`src/rtl/chsel_pkg.sv`:
```
package chsel_pkg;
    localparam int BYTE_W = 8;
    localparam int CU_W   = 5;
    localparam int DEV_W  = 3;

    // bit 0 of a channel byte is the MSB, so the unit field sits high
    typedef struct packed {
        logic [CU_W-1:0]  cu;
        logic [DEV_W-1:0] dev;
    } addr_byte_t;

    typedef struct packed {
        logic [BYTE_W-1:0] data;
        logic              par;
    } bus_byte_t;

    typedef enum logic [1:0] {
        VD_PASS = 2'd0,
        VD_BUSY = 2'd1,
        VD_TAKE = 2'd2
    } verdict_e;

    typedef enum logic [2:0] {
        ST_IDLE = 3'd0,
        ST_PASS = 3'd1,
        ST_BUSY = 3'd2,
        ST_HOLD = 3'd3,
        ST_ECHO = 3'd4
    } sel_state_e;

    // busy status: bits 1 and 3 (MSB-first numbering)
    localparam logic [BYTE_W-1:0] SHORT_BUSY_BYTE = 8'h50;

    function automatic bus_byte_t odd_par_byte(input logic [BYTE_W-1:0] d);
        bus_byte_t b;
        b.data = d;
        b.par  = ~(^d);
        return b;
    endfunction
endpackage

```
`src/rtl/chsel_decode.sv`:
```
module chsel_decode
    import chsel_pkg::*;
#(
    parameter logic [CU_W-1:0] UNIT_ADDR = 5'h0A,
    parameter int              NUM_DEV   = 6
) (
    input  logic             online,
    input  addr_byte_t       addr,
    input  logic             cmd_busy,
    input  logic             stat_pend,
    input  logic [DEV_W-1:0] pend_dev,
    output verdict_e         verdict
);
    logic cu_hit;
    logic dev_ok;
    logic busy;

    assign cu_hit = (addr.cu == UNIT_ADDR);
    assign dev_ok = (int'(addr.dev) < NUM_DEV);
    assign busy   = cmd_busy | (stat_pend & (pend_dev != addr.dev));

    always_comb begin
        if (!online || !cu_hit || !dev_ok) verdict = VD_PASS;
        else if (busy)                     verdict = VD_BUSY;
        else                               verdict = VD_TAKE;
    end
endmodule

```
`src/rtl/chsel_fsm.sv`:
```
module chsel_fsm
    import chsel_pkg::*;
#(
    parameter int ADRIN_DLY = 4
) (
    input  logic       clk,
    input  logic       srst,
    input  logic       sel_out,
    input  logic       hold_out,
    input  logic       adr_out,
    input  verdict_e   verdict,
    output sel_state_e state,
    output logic       take
);
    localparam int CNT_W = $clog2(ADRIN_DLY + 1);
    localparam logic [CNT_W-1:0] CNT_LAST = CNT_W'(ADRIN_DLY - 1);

    sel_state_e       state_q, state_d;
    logic [CNT_W-1:0] cnt_q, cnt_d;
    logic             sel_act;

    assign sel_act = sel_out & hold_out;

    always_comb begin
        state_d = state_q;
        cnt_d   = '0;
        take    = 1'b0;
        unique case (state_q)
            ST_IDLE: begin
                if (sel_out) begin
                    if (!hold_out || !adr_out) state_d = ST_PASS;
                    else begin
                        unique case (verdict)
                            VD_TAKE: begin
                                state_d = ST_HOLD;
                                take    = 1'b1;
                            end
                            VD_BUSY: state_d = ST_BUSY;
                            default: state_d = ST_PASS;
                        endcase
                    end
                end
            end
            ST_PASS: if (!sel_out) state_d = ST_IDLE;
            ST_BUSY: if (!sel_act) state_d = ST_IDLE;
            ST_HOLD: begin
                if (!sel_act) state_d = ST_IDLE;
                else if (!adr_out) begin
                    if (cnt_q == CNT_LAST) state_d = ST_ECHO;
                    else                   cnt_d   = cnt_q + 1'b1;
                end
            end
            ST_ECHO: if (!sel_act) state_d = ST_IDLE;
            default: state_d = ST_IDLE;
        endcase
    end

    always_ff @(posedge clk) begin
        if (srst) begin
            state_q <= ST_IDLE;
            cnt_q   <= '0;
        end else begin
            state_q <= state_d;
            cnt_q   <= cnt_d;
        end
    end

    assign state = state_q;
endmodule

```
`src/rtl/chsel_devreg.sv`:
```
module chsel_devreg
    import chsel_pkg::*;
#(
    parameter int NUM_DEV = 6
) (
    input  logic               clk,
    input  logic               srst,
    input  logic               take,
    input  logic               dev_lock,
    input  logic [DEV_W-1:0]   dev_in,
    output logic [DEV_W-1:0]   dev_q,
    output logic [NUM_DEV-1:0] dev_sel
);
    logic dev_vld;

    always_ff @(posedge clk) begin
        if (srst) begin
            dev_q   <= '0;
            dev_vld <= 1'b0;
        end else if (take) begin
            if (!(dev_lock && dev_vld)) dev_q <= dev_in;
            dev_vld <= 1'b1;
        end
    end

    for (genvar i = 0; i < NUM_DEV; i++) begin : g_sel
        assign dev_sel[i] = dev_vld && (dev_q == DEV_W'(i));
    end
endmodule

```
`src/rtl/chsel_top.sv`:
```
module chsel_top
    import chsel_pkg::*;
#(
    parameter logic [4:0] UNIT_ADDR = 5'h0A,
    parameter int         ADRIN_DLY = 4,
    parameter int         NUM_DEV   = 6
) (
    input  logic               clk,
    input  logic               rst,
    input  logic               opl_out,
    input  logic               online,
    input  logic [7:0]         bus_out_data,
    input  logic               adr_out,
    input  logic               sel_out,
    input  logic               hold_out,
    input  logic               cmd_busy,
    input  logic               stat_pend,
    input  logic [2:0]         stat_pend_dev,
    input  logic               dev_lock,
    output logic               sel_pass,
    output logic [7:0]         bus_in_data,
    output logic               bus_in_par,
    output logic               stat_in,
    output logic               adr_in,
    output logic               opl_in,
    output logic [NUM_DEV-1:0] dev_sel
);
    addr_byte_t       addr;
    verdict_e         verdict;
    sel_state_e       state;
    logic             take;
    logic             srst;
    logic [DEV_W-1:0] dev_q;
    bus_byte_t        drive;

    assign addr = addr_byte_t'(bus_out_data);
    assign srst = rst | ~opl_out;

    chsel_decode #(.UNIT_ADDR(UNIT_ADDR), .NUM_DEV(NUM_DEV)) u_decode (
        .online   (online),
        .addr     (addr),
        .cmd_busy (cmd_busy),
        .stat_pend(stat_pend),
        .pend_dev (stat_pend_dev),
        .verdict  (verdict)
    );

    chsel_fsm #(.ADRIN_DLY(ADRIN_DLY)) u_fsm (
        .clk     (clk),
        .srst    (srst),
        .sel_out (sel_out),
        .hold_out(hold_out),
        .adr_out (adr_out),
        .verdict (verdict),
        .state   (state),
        .take    (take)
    );

    chsel_devreg #(.NUM_DEV(NUM_DEV)) u_devreg (
        .clk     (clk),
        .srst    (srst),
        .take    (take),
        .dev_lock(dev_lock),
        .dev_in  (addr.dev),
        .dev_q   (dev_q),
        .dev_sel (dev_sel)
    );

    // offline relay path is immediate; decoded bypass is registered
    assign sel_pass = sel_out & (((state == ST_IDLE) & ~online) | (state == ST_PASS));
    assign stat_in  = (state == ST_BUSY);
    assign opl_in   = (state == ST_HOLD) | (state == ST_ECHO);
    assign adr_in   = (state == ST_ECHO);

    always_comb begin
        drive = '0;
        if (stat_in)     drive = odd_par_byte(SHORT_BUSY_BYTE);
        else if (opl_in) drive = odd_par_byte({UNIT_ADDR, dev_q});
    end

    assign bus_in_data = drive.data;
    assign bus_in_par  = drive.par;
endmodule

```
`config.mk`:
```
export PLATFORM = sky130hd
export DESIGN_NAME = chsel_top
export DESIGN_NICKNAME = d
export VERILOG_FILES = /design/src/rtl/chsel_pkg.sv /design/src/rtl/chsel_decode.sv /design/src/rtl/chsel_fsm.sv /design/src/rtl/chsel_devreg.sv /design/src/rtl/chsel_top.sv
export SDC_FILE = /design/constraint.sdc
export NUM_CORES = 1
export LEC_CHECK = 0
export CAP_MARGIN = 20
export CORE_MARGIN = 2
export CORE_UTILIZATION = 37
export DETAILED_ROUTE_END_ITERATION = 12
export GPL_ROUTABILITY_DRIVEN = 0
export GPL_TIMING_DRIVEN = 0
export PLACE_DENSITY_LB_ADDON = 0.12
export SYNTH_ARGS = -nofsm -noshare
export SYNTH_HDL_FRONTEND = slang
export SYNTH_SLANG_ARGS = --single-unit
```
`constraint.sdc`:
```
create_clock -name clk -period 1.9 [get_ports clk]
set_clock_uncertainty 0.2 [all_clocks]
set_input_delay 0.38 -clock clk [delete_from_list [all_inputs] [get_ports clk]]
set_output_delay 0.38 -clock clk [all_outputs]
set_load 0.01 [all_outputs]
```
==> run metrics <==
hold_ws 227 ps; Buffers on Ports 36; cells after synthesis 97; Finished Layout Cells 176; switch share 0.249; antenna violations before repair 0; peak supply drop 0.000400 V; vias in the first global route 794; Arrival @ worst endpoint 1410 ps; Chip Height 50.9 um; Initial Util 0.402; antenna violation net count after detailed routing 0; vias 870; PD cells 327 nW/um^2; Area after DPL 1210 um^2; Clock Pin Slew Worst Setup and Hold Paths 60 ps; Synth Area in Compound Gates 0.122; clk sinks 10; final-report hold violation count 0; Final setup viols 4; Setup WS post-layout -86.5 ps; clk buf depth 2; fin crit period 1990 ps; Avg Inst Size Synth 8.38 um^2; vias per inst 4.94; worst skew pair latency 260 ps; global-route wire length before repair 3380 um; Finished Cell Area 1410 um^2; Routed wire per std cell 11.8 um; xor and xnor area share after synthesis 0.0431; crit share post-route 1.05; Slew Limit Fails 0; CP required 1320 ps; post-layout net count 178; Async S/R FF share, synth 0; Boundary Pins 40; Primary FF master, synth dfxtp_1; Post-Synth Simple-Gate Area 0.368; post-DP HPWL 1530 um; largest net degree at the start of global routing 10; crit path capture type output port; worst setup path start u_fsm.state[2]$_SDFFE_PP0P_; Synth cell types 35; total number of yosys warnings 0; maximum clock rate 503 MHz; P_int 0.346 mW; worst-path maximum fanout 4; Die Footprint 2590 um^2; Post-synth EDFFs 0; power share of the combinational group 0.241; gr usage total 0.172; startpoint types flop; top cell type's share of synthesized area 0.246; die width 50.9 um; Seq pwr share 0.452; Core Region 2020 um^2; sequential area share after synthesis 0.246; Root Buffer Master clkbuf_4; post-route core utilization 0.696; DRC Markers 0; Switch Pwr 0.115 mW; overall power 0.460 mW; length of the first detailed-routing pass in iterations 4; HP Class reg2reg; Clock power frac 0.308; hold buffer count at cts 0; CTS HTree Levels 1; synthesized area 813 um^2; synthesis-stage register bit count 10; reg2reg start u_fsm.state[2]$_SDFFE_PP0P_; Post-Synth Adder-Cell Area 0.0923; CTS buffer count 3; Crit Path Category reg2out; RSZ-0062 raised after global routing true; CTS tree done; detailed-route wire length 2070 um; GR Overflow Total 0; mux cell area share after synthesis 0.0492; status complete, but fails checks; largest family of logic cells by synthesized area simple AND/OR/NAND/NOR gates; top post-synthesis cells by area dfxtp_1, ha_1, mux2i_1; placed insts 162; layout cells sized above 1 0.356; leading area contributor after synthesis dfxtp_1; startpoint of the worst hold path u_fsm.cnt_q[0]$_SDFF_PP0_; failing checks negative setup slack; Lkg Pwr 0.698 nW; standard-cell rows 16; Max-Cap Viols 0; diode count 0; Area Overhead vs Synth 72.9%; starting DRC count in detailed routing 17
final cells by class:
cell class / count / area [um^2]
Clock buffer: 3 / 22.5
Timing Repair Buffer: 49 / 440
Sequential cell: 10 / 215
Inverter: 5 / 23.8
Multi-Input combinational cell: 78 / 641
Tap cell: 27 / 33.8
Fill cell: 175 / 616
Buffer: 4 / 30.0
cell usage after synthesis, drive strengths merged, types with 3 or more instances:
| cell | count |
|---|---|
| nor2 | 9 |
| ha | 6 |
| nor2b | 5 |
| inv | 5 |
| xor2 | 3 |
| a21oi | 6 |
| buf | 6 |
| and2 | 5 |
| dfxtp | 10 |
| mux2i | 4 |
| nand2b | 4 |
| nand3 | 3 |
| nand2 | 7 |
stage by stage:
stage               TNS [ps]  setup slack (ps)
floorplan                  0               131
detailed placement     -3660              -462
global route            -651              -151
global placement       -3200              -488
finish                  -175             -86.5
CTS                     -196             -84.6
layer usage:
metal / part of all wire / global-route usage / vias up
li1: - / - / 435
met1: 0.38 / 0.187 / 392
met2: 0.54 / 0.333 / 39
met3: 0.061 / 0.0292 / 4
met4: 0.010 / 0.0541 / 0
met5: 0 / 0 / -
worst max-delay path, cell delays in order (launching register included):
cell and delay, ps:
dfxtp_4 360, and2b_1 200, or2_4 260, buf_6 110, o21a_1 80, buf_2 130
cells by family (layout without fill, tap and decap cells):
logic type	count (synthesis)	after routing
AND/OR/NAND/NOR	48	48
AO/OA/AOI/OAI	13	13
buffers and inverters	11	61
flip-flops	10	10
adder cells (fa/ha/maj)	6	6
XOR/XNOR	4	4
multiplexers	4	4
other	1	3
final timing paths:
| check | slack (ps) | cells after the start | endpoint |
|---|---|---|---|
| worst max-delay path | -90 | 5 | bus_in_par |
| worst min-delay path | 230 | 1 | u_fsm.cnt_q[0]$_SDFF_PP0_ |
| worst max register to register | 110 | 6 | u_devreg.dev_q[2]$_SDFFE_PP0P_ |
| worst min register to register | 230 | 1 | u_fsm.cnt_q[0]$_SDFF_PP0_ |
power groups by stage:
stage          logic (mW)  clock network (mW)  registers (mW)
2_1_floorplan      0.0445                   0           0.216
4_1_cts             0.105               0.142           0.209
6_report            0.111               0.142           0.208
3_5_place_dp        0.101                   0           0.216
3_3_place_gp       0.0990                   0           0.216
5_1_grt             0.120               0.152           0.208
what timing repair did:
item,in CTS,in global routing
gates resized for setup,61,23
buffers inserted,10,3
pin swaps,4,8
gates cloned,0,0
setup endpoints to repair,19,15
registers in the layout (all words and copies together), names as in the netlist:
name	count
u_devreg.dev_q	3
u_fsm.cnt_q	3
u_fsm.state	3
u_devreg.dev_vld	1
cell usage in the layout, fill, tap and decap left out, types with 4 or more instances in the layout:
cell type	n
mux2i_1	4
ha_1	5
and2_1	5
buf_2	7
clkdlybuf4s15_1	5
a21oi_1	4
dlygate4sd2_1	5
dlymetal6s2s_1	6
nor2_1	9
dfxtp_1	4
buf_4	15
nand2_1	7
nor2b_1	4
clkdlybuf4s50_1	12
Power figures use the tool's default switching activity.
